`src/rtl/cell_index_pkg.sv`:
```
package cell_index_pkg;
  typedef enum logic [1:0] {
    ST_IDLE,
    ST_ACC,
    ST_LOAD,
    ST_DIV
  } solve_st_e;
endpackage

```
`src/rtl/cell_index_acc.sv`:
```
module cell_index_acc #(
  parameter int VW  = 8,
  parameter int S1W = 11,
  parameter int S2W = 19
) (
  input  logic           clk_i,
  input  logic           rst_ni,
  input  logic           clr_i,
  input  logic           en_i,
  input  logic [VW-1:0]  u_i,
  output logic [S1W-1:0] s1_o,
  output logic [S2W-1:0] s2_o
);
  logic [S2W-1:0] u_w;
  assign u_w = S2W'(u_i);

  always_ff @(posedge clk_i or negedge rst_ni) begin
    if (!rst_ni) begin
      s1_o <= '0;
      s2_o <= '0;
    end else if (clr_i) begin
      s1_o <= '0;
      s2_o <= '0;
    end else if (en_i) begin
      s1_o <= s1_o + S1W'(u_i);
      s2_o <= s2_o + u_w * u_w;
    end
  end


  acc_mono_chk: assert property (@(posedge clk_i) disable iff (!rst_ni)
    (en_i && !clr_i) |=> (s2_o >= $past(s2_o)));
endmodule

```
`src/rtl/cell_index_num.sv`:
```
module cell_index_num #(
  parameter int VW        = 8,
  parameter int IW        = 8,
  parameter int OW        = 12,
  parameter int S1W       = 11,
  parameter int S2W       = 19,
  parameter int NUMW      = 37,
  parameter int DENW      = 27,
  parameter int CAP_RATIO = 4
) (
  input  logic [VW-1:0]        u_i,
  input  logic [S1W-1:0]       s1_i,
  input  logic [S2W-1:0]       s2_i,
  input  logic signed [IW-1:0] io_i,
  input  logic signed [OW-1:0] vo_i,
  input  logic [VW-1:0]        uref_i,
  output logic [NUMW-1:0]      num_mag_o,
  output logic [DENW-1:0]      den_mag_o,
  output logic                 neg_o,
  output logic                 zero_den_o
);
  logic signed [NUMW-1:0] u_x, s1_x, s2_x, io_x, vo_x, ur_x, k_x;
  logic signed [NUMW-1:0] diff, term_a, term_b, num, den, den_abs;

  always_comb begin
    u_x  = NUMW'(u_i);
    s1_x = NUMW'(s1_i);
    s2_x = NUMW'(s2_i);
    ur_x = NUMW'(uref_i);
    io_x = NUMW'(io_i);
    vo_x = NUMW'(vo_i);
    k_x  = NUMW'(CAP_RATIO);
    diff   = s2_x - u_x * s1_x;
    term_a = vo_x * u_x * io_x;
    term_b = k_x * ur_x * diff;
    if (io_i == '0) begin
      num = vo_x * u_x;      // balancing term suppressed
      den = s2_x;
    end else begin
      num = term_a + term_b;
      den = io_x * s2_x;
    end
    neg_o      = num[NUMW-1] ^ den[NUMW-1];
    num_mag_o  = num[NUMW-1] ? NUMW'(-num) : NUMW'(num);
    den_abs    = den[NUMW-1] ? -den : den;
    den_mag_o  = DENW'(den_abs);
    zero_den_o = (s2_i == '0);
  end
endmodule

```
`src/rtl/cell_index_div.sv`:
```
module cell_index_div #(
  parameter int DW = 49,
  parameter int SW = 27
) (
  input  logic          clk_i,
  input  logic          rst_ni,
  input  logic          start_i,
  input  logic [DW-1:0] dvd_i,
  input  logic [SW-1:0] dvs_i,
  output logic          busy_o,
  output logic          done_o,
  output logic [DW-1:0] quot_o
);
  localparam int CNTW = $clog2(DW + 1);

  logic [DW-1:0]   q_q;
  logic [SW-1:0]   rem_q, dvs_q, rem_n;
  logic [CNTW-1:0] cnt_q;
  logic [SW:0]     sh, sub;
  logic            ge;

  always_comb begin
    sh    = {rem_q, q_q[DW-1]};
    sub   = sh - {1'b0, dvs_q};
    ge    = sh >= {1'b0, dvs_q};
    rem_n = ge ? sub[SW-1:0] : sh[SW-1:0];
  end

  always_ff @(posedge clk_i or negedge rst_ni) begin
    if (!rst_ni) begin
      q_q    <= '0;
      rem_q  <= '0;
      dvs_q  <= '0;
      cnt_q  <= '0;
      busy_o <= 1'b0;
      done_o <= 1'b0;
    end else if (start_i && !busy_o) begin
      q_q    <= dvd_i;
      rem_q  <= '0;
      dvs_q  <= dvs_i;
      cnt_q  <= CNTW'(DW);
      busy_o <= 1'b1;
      done_o <= 1'b0;
    end else if (busy_o) begin
      q_q   <= {q_q[DW-2:0], ge};
      rem_q <= rem_n;
      cnt_q <= cnt_q - 1'b1;
      if (cnt_q == CNTW'(1)) begin
        busy_o <= 1'b0;
        done_o <= 1'b1;
      end
    end else begin
      done_o <= 1'b0;
    end
  end

  assign quot_o = q_q;


  div_rem_chk: assert property (@(posedge clk_i) disable iff (!rst_ni)
    (busy_o && dvs_q != '0) |-> (rem_q < dvs_q));
endmodule

```
`src/rtl/cell_index_solver.sv`:
```
module cell_index_solver
  import cell_index_pkg::*;
#(
  parameter int N_CELLS   = 4,
  parameter int VW        = 8,
  parameter int IW        = 8,
  parameter int OW        = 12,
  parameter int KW        = 8,
  parameter int CAP_RATIO = 4,
  parameter int FRAC      = 12,
  parameter int MW        = 16
) (
  input  logic                    clk_i,
  input  logic                    rst_ni,
  input  logic                    start_i,
  input  logic [N_CELLS*VW-1:0]   uc_i,
  input  logic signed [IW-1:0]    io_i,
  input  logic signed [OW-1:0]    vo_i,
  input  logic [VW-1:0]           uref_i,
  output logic                    busy_o,
  output logic                    done_o,
  output logic                    ovf_o,
  output logic [N_CELLS*MW-1:0]   m_o
);
  localparam int LGN  = $clog2(N_CELLS + 1);
  localparam int IDXW = (N_CELLS > 1) ? $clog2(N_CELLS) : 1;
  localparam int S1W  = VW + LGN;
  localparam int S2W  = 2 * VW + LGN;
  localparam int A_W  = OW + VW + IW;
  localparam int B_W  = KW + VW + S2W + 1;
  localparam int NUMW = ((A_W > B_W) ? A_W : B_W) + 1;
  localparam int DENW = IW + S2W;
  localparam int DW   = NUMW + FRAC;
  localparam logic [DW-1:0] LIM_P = {{(DW-MW+1){1'b0}}, {(MW-1){1'b1}}};
  localparam logic [DW-1:0] LIM_N = LIM_P + 1'b1;
  localparam logic [IDXW-1:0] LAST = IDXW'(N_CELLS - 1);

  solve_st_e st_q;
  logic [VW-1:0]        uc_q [N_CELLS];
  logic signed [IW-1:0] io_q;
  logic signed [OW-1:0] vo_q;
  logic [VW-1:0]        uref_q;
  logic [IDXW-1:0]      idx_q;
  logic [MW-1:0]        m_q [N_CELLS];
  logic                 neg_q, zden_q;

  logic [S1W-1:0]  s1;
  logic [S2W-1:0]  s2;
  logic [NUMW-1:0] num_mag;
  logic [DENW-1:0] den_mag;
  logic            neg, zden;
  logic            div_busy, div_done;
  logic [DW-1:0]   quot;
  logic            accept;
  logic [MW-1:0]   res;
  logic            res_ovf;

  assign accept = start_i && (st_q == ST_IDLE);
  assign busy_o = (st_q != ST_IDLE);

  cell_index_acc #(.VW(VW), .S1W(S1W), .S2W(S2W)) u_acc (
    .clk_i (clk_i),
    .rst_ni(rst_ni),
    .clr_i (accept),
    .en_i  (st_q == ST_ACC),
    .u_i   (uc_q[idx_q]),
    .s1_o  (s1),
    .s2_o  (s2)
  );

  cell_index_num #(
    .VW(VW), .IW(IW), .OW(OW), .S1W(S1W), .S2W(S2W),
    .NUMW(NUMW), .DENW(DENW), .CAP_RATIO(CAP_RATIO)
  ) u_num (
    .u_i       (uc_q[idx_q]),
    .s1_i      (s1),
    .s2_i      (s2),
    .io_i      (io_q),
    .vo_i      (vo_q),
    .uref_i    (uref_q),
    .num_mag_o (num_mag),
    .den_mag_o (den_mag),
    .neg_o     (neg),
    .zero_den_o(zden)
  );

  cell_index_div #(.DW(DW), .SW(DENW)) u_div (
    .clk_i  (clk_i),
    .rst_ni (rst_ni),
    .start_i(st_q == ST_LOAD),
    .dvd_i  ({num_mag, {FRAC{1'b0}}}),
    .dvs_i  (den_mag),
    .busy_o (div_busy),
    .done_o (div_done),
    .quot_o (quot)
  );

  // signed saturation of the unsigned quotient
  always_comb begin
    res_ovf = 1'b0;
    if (zden_q) begin
      res     = '0;
      res_ovf = 1'b1;
    end else if (!neg_q) begin
      if (quot > LIM_P) begin
        res     = LIM_P[MW-1:0];
        res_ovf = 1'b1;
      end else begin
        res = MW'(quot);
      end
    end else begin
      if (quot > LIM_N) begin
        res     = {1'b1, {(MW-1){1'b0}}};
        res_ovf = 1'b1;
      end else begin
        res = -MW'(quot);
      end
    end
  end

  always_ff @(posedge clk_i or negedge rst_ni) begin
    if (!rst_ni) begin
      st_q   <= ST_IDLE;
      io_q   <= '0;
      vo_q   <= '0;
      uref_q <= '0;
      idx_q  <= '0;
      neg_q  <= 1'b0;
      zden_q <= 1'b0;
      ovf_o  <= 1'b0;
      done_o <= 1'b0;
      for (int j = 0; j < N_CELLS; j++) begin
        uc_q[j] <= '0;
        m_q[j]  <= '0;
      end
    end else begin
      done_o <= 1'b0;
      case (st_q)
        ST_IDLE: if (start_i) begin
          for (int j = 0; j < N_CELLS; j++) uc_q[j] <= uc_i[j*VW +: VW];
          io_q   <= io_i;
          vo_q   <= vo_i;
          uref_q <= uref_i;
          idx_q  <= '0;
          ovf_o  <= 1'b0;
          st_q   <= ST_ACC;
        end
        ST_ACC: begin
          if (idx_q == LAST) begin
            idx_q <= '0;
            st_q  <= ST_LOAD;
          end else begin
            idx_q <= idx_q + 1'b1;
          end
        end
        ST_LOAD: begin
          neg_q  <= neg;
          zden_q <= zden;
          st_q   <= ST_DIV;
        end
        ST_DIV: if (div_done) begin
          m_q[idx_q] <= res;
          ovf_o      <= ovf_o | res_ovf;
          if (idx_q == LAST) begin
            done_o <= 1'b1;
            st_q   <= ST_IDLE;
          end else begin
            idx_q <= idx_q + 1'b1;
            st_q  <= ST_LOAD;
          end
        end
        default: st_q <= ST_IDLE;
      endcase
    end
  end

  for (genvar g = 0; g < N_CELLS; g++) begin : g_out
    assign m_o[g*MW +: MW] = m_q[g];
  end


  done_pulse_chk: assert property (@(posedge clk_i) disable iff (!rst_ni)
    done_o |=> !done_o);

  done_idle_chk: assert property (@(posedge clk_i) disable iff (!rst_ni)
    done_o |-> !busy_o);

  hold_chk: assert property (@(posedge clk_i) disable iff (!rst_ni)
    (!busy_o && !start_i) |=> ($stable(m_o) && $stable(ovf_o)));

  div_idle_chk: assert property (@(posedge clk_i) disable iff (!rst_ni)
    !busy_o |-> !div_busy);
endmodule

```
`config.mk`:
```
export PLATFORM = sky130hd
export DESIGN_NAME = cell_index_solver
export DESIGN_NICKNAME = d
export VERILOG_FILES = /design/src/rtl/cell_index_pkg.sv /design/src/rtl/cell_index_acc.sv /design/src/rtl/cell_index_num.sv /design/src/rtl/cell_index_div.sv /design/src/rtl/cell_index_solver.sv
export SDC_FILE = /design/constraint.sdc
export NUM_CORES = 2
export LEC_CHECK = 0
export ABC_AREA = 1
export BUFFER_PORTS_ARGS = -buffer_cell sky130_fd_sc_hd__buf_4
export CAP_MARGIN = 20
export CORE_UTILIZATION = 45
export DETAILED_ROUTE_END_ITERATION = 10
export GPL_TIMING_DRIVEN = 0
export PLACE_DENSITY = 0.61
export SETUP_SLACK_MARGIN = 0.4
export SKIP_LAST_GASP = 1
export SLEW_MARGIN = 20
export SYNTH_ARGS = -nofsm -noshare
export SYNTH_HDL_FRONTEND = slang
export SYNTH_SLANG_ARGS = --single-unit
```
`constraint.sdc`:
```
create_clock -name clk_i -period 11.9 [get_ports clk_i]
set_input_delay 1.19 -clock clk_i [delete_from_list [all_inputs] [get_ports clk_i]]
set_output_delay 1.19 -clock clk_i [all_outputs]
set_load 0.01 [all_outputs]
```
==> key figures <==
Outcome
  – Outcome: finished with violations
  – Failing checks: setup timing

Floorplan
  – Die height: 321 um
  – Die X-Extent: 321 um
  – Cell row count: 116
  – Initial core utilization: 45.6%
  – Core footprint: 101000 um^2
  – Io pins: 130
  – Die area: 103000 um^2

Yosys
  – Synthesis-stage register bit count: 273
  – Yosys Warn Count: 0
  – Post-synthesis sequential area ratio: 14.9%
  – Syn Area/Cell: 7.29 um^2
  – Compound-gate portion of the synthesized area: 8.84%
  – Synthesized instance count: 6292
  – Largest family of logic cells by synthesized area: adder cells
  – Mapped Nets: 7338
  – Ys async rst share: 100%
  – Mux share of post-synthesis cell area: 0%
  – Most used DFF post-synth: dfrtp_1
  – Synth cell types: 67
  – Post-synthesis simple-gate area fraction: 22.9%
  – Mapped Area: 45900 um^2
  – Synth Area in XOR/XNOR: 4.09%
  – Number of synthesized flops with an enable pin: 0
  – Post-Synth Adder-Cell Area: 36.1%

GRT
  – Congestion Overflow GR: 0
  – Initial antenna violation count: 1
  – First-pass GRT wire length: 228000 um
  – Pin count of the biggest net entering global routing: 93
  – Vias in the first global route: 40700
  – All-layer global routing usage: 28.3%

Detailed routing
  – TritonRoute pass-1 iters: 6
  – WL met2: 68400 um
  – DR WL met3: 8610 um
  – Post-DRT Antenna Nets: 0
  – Met1 Wirelength: 64200 um
  – WL/cell: 18.2 um
  – Vias: 41400
  – Vias per cell: 5.18
  – DRC: 0
  – Drt total wl: 146000 um
  – Initial drt markers: 2983
  – Highest metal used: met4

Layout
  – Diode count: 0
  – Final Cell Area: 53200 um^2
  – Post-Layout Cell Count: 7980
  – Final Core Density: 52.9%
  – Layout cells sized above 1: 11.9%
  – Area growth from synthesis to layout: 16.0%
  – Nets@finish: 7643

Place
  – # port buffers: 129
  – Detailed Place HPWL: 117000 um
  – Placed instance count: 7782
  – Placed cell areas: 49100 um^2
  – GPL Wtd Cong: 0.948
  – Pre-CTS setup slack: -2650 ps

Clock tree
  – Clk_lat worst skew: 620 ps
  – Clk sinks: 273
  – Max clock buf depth: 3
  – CTS tree: yes
  – # H-tree levels: 2
  – CTS buffer count: 36
  – Clock slew at reported path FFs: 60 ps
  – CTS root buffer: clkbuf_16

Worst setup path
  – WP data arrival: 13330 ps
  – Worst R2R Setup Slack: -960 ps
  – Reg-to-reg critical path endpoint: u_div.quot_o[15]
  – Crit-path max cell delay: 510 ps
  – Reg2reg start: idx_q[0]
  – Setup CP Type: reg -> reg
  – Critical path required time: 12370 ps
  – CP delay by family, top: adder cells
  – Buf/Inv on CP: 20
  – Slowest cell on the critical path: fa_1
  – R2R depth: 74
  – Worst setup EP type: flip-flop
  – Critical path's most frequent cell: fa_1
  – Startpoint type of the worst setup path: flip-flop
  – CP Max Fanout: 7

STA
  – Final Critical Period: 12860 ps
  – Final setup fails: 37
  – RSZ-0062 raised after global routing: yes
  – Fmax: 77.8 MHz
  – Fin worst setup slack: -957 ps
  – Slew Limit Fails: 0
  – Max_slew headroom: 21.2%
  – Hold Fails Final Rpt: 0
  – Crit share post-route: 108%
  – Worst Max-Slew Pin Slew: 1180 ps
  – Layout Skew: 46.5 ps

Run
  – Max-cap violation count: 0

Worst hold path
  – HP Class: in -> async
-- metal layers --
layer  track usage (%)  up-vias
met5                 0        -
met4              7.65        0
met3              3.27      192
met2              47.3     1278
met1              38.8    20000
li1                  -    19900
-- cells by family (layout without fill, tap and decap cells) --
group | Yosys count | count (layout)
DFF | 273 | 273
buffers and inverters | 1576 | 1906
AOI/OAI and AO/OA | 728 | 728
and+or+nand+nor | 2522 | 2523
adders and majority gates | 983 | 983
xor gates and xnor gates | 210 | 210
-- metrics by stage --
step / setup TNS (ps) / hold WS [ps]
after CTS: -22720 / 383
final: -33030 / 412
after global placement: -86730 / 455
after detailed placement: -90300 / 458
after floorplan: 0 / 442
after global routing: -53180 / 405
-- layout by cell type (no fill, tap or decap), drive strengths merged, types with 5 or more instances in the layout --
cell	Yosys	routed
a31oi	17	17
nand3	307	308
fa	571	571
a21oi	253	253
inv	1371	1375
buf	41	304
o211ai	11	11
o21ai	324	324
o31ai	9	9
or2	33	33
nand2	1442	1442
nand3b	13	13
xor2	149	149
nand4	47	47
a32o	7	7
a211oi	6	6
nor3	65	65
a21boi	7	7
o21bai	24	24
nor2	594	594
clkbuf	158	206
o22ai	31	31
xnor2	61	61
a21o	12	12
dfrtp	273	273
clkinv	6	12
and2	5	5
bufinv	0	7
ha	412	412
nor4	14	14
o21a	8	8
-- sequential cells by signal, indices dropped and copies added, names as in the netlist, 6 cells and up --
name and flops:
u_acc.s2_o 19, u_div.quot_o 49, u_acc.s1_o 11, u_div.dvs_q 27, u_div.cnt_q 6, uref_q 8
vo_q 12, m_o 64, u_div.rem_q 27, uc_q 32, io_q 8
-- how the worst max path moves through the flow --
stage,slack [ps],cells past startpoint,from,endpoint
final,-960,74,idx_q[0],u_div.quot_o[15]
after global routing,-1520,75,idx_q[0],u_div.quot_o[43]
after CTS,-690,78,idx_q[0],u_div.quot_o[46]
after detailed placement,-2650,69,idx_q[1],u_div.quot_o[45]
after global placement,-2530,75,idx_q[1],u_div.quot_o[46]
after floorplan,20,76,idx_q[0],u_div.quot_o[45]
-- synthesized netlist by cell type, types with 40 or more instances --
master	number	area share, %
a21oi_1	251	2.7
clkbuf_1	158	1.3
dfrtp_1	273	15
fa_1	571	25
ha_1	412	11
inv_1	1336	11
nand2_1	1428	12
nand3_1	300	3.3
nand4_1	43	0.59
nor2_1	581	4.8
nor3_1	52	0.57
o21ai_0	275	3.0
o21ai_1	40	0.44
xnor2_1	61	1.2
xor2_1	144	2.7
-- area by class of cell --
class | count | area (um^2)
clock inverters | 17 | 305
repair buffers | 265 | 2190
flip-flops and latches | 273 | 6830
multi-input cells | 4444 | 34800
well taps | 1357 | 1700
clock buffers | 47 | 972
repair inverters | 1 | 6.26
fillers | 9812 | 47400
inverters | 1377 | 5240
plain buffers | 199 | 1220
-- timing repair --
| action | CTS | global route |
|---|---|---|
| buffers inserted | 108 | 17 |
| cloned | 6 | 2 |
| gates resized for setup | 293 | 80 |
| endpoints found under the setup margin | 37 | 37 |
| hold buffers | 0 | 0 |
| pin swaps | 126 | 63 |
Power is left out: the tool's default activity adds up to more than one toggle a clock period on the data nets, which glitch-free logic cannot reach.
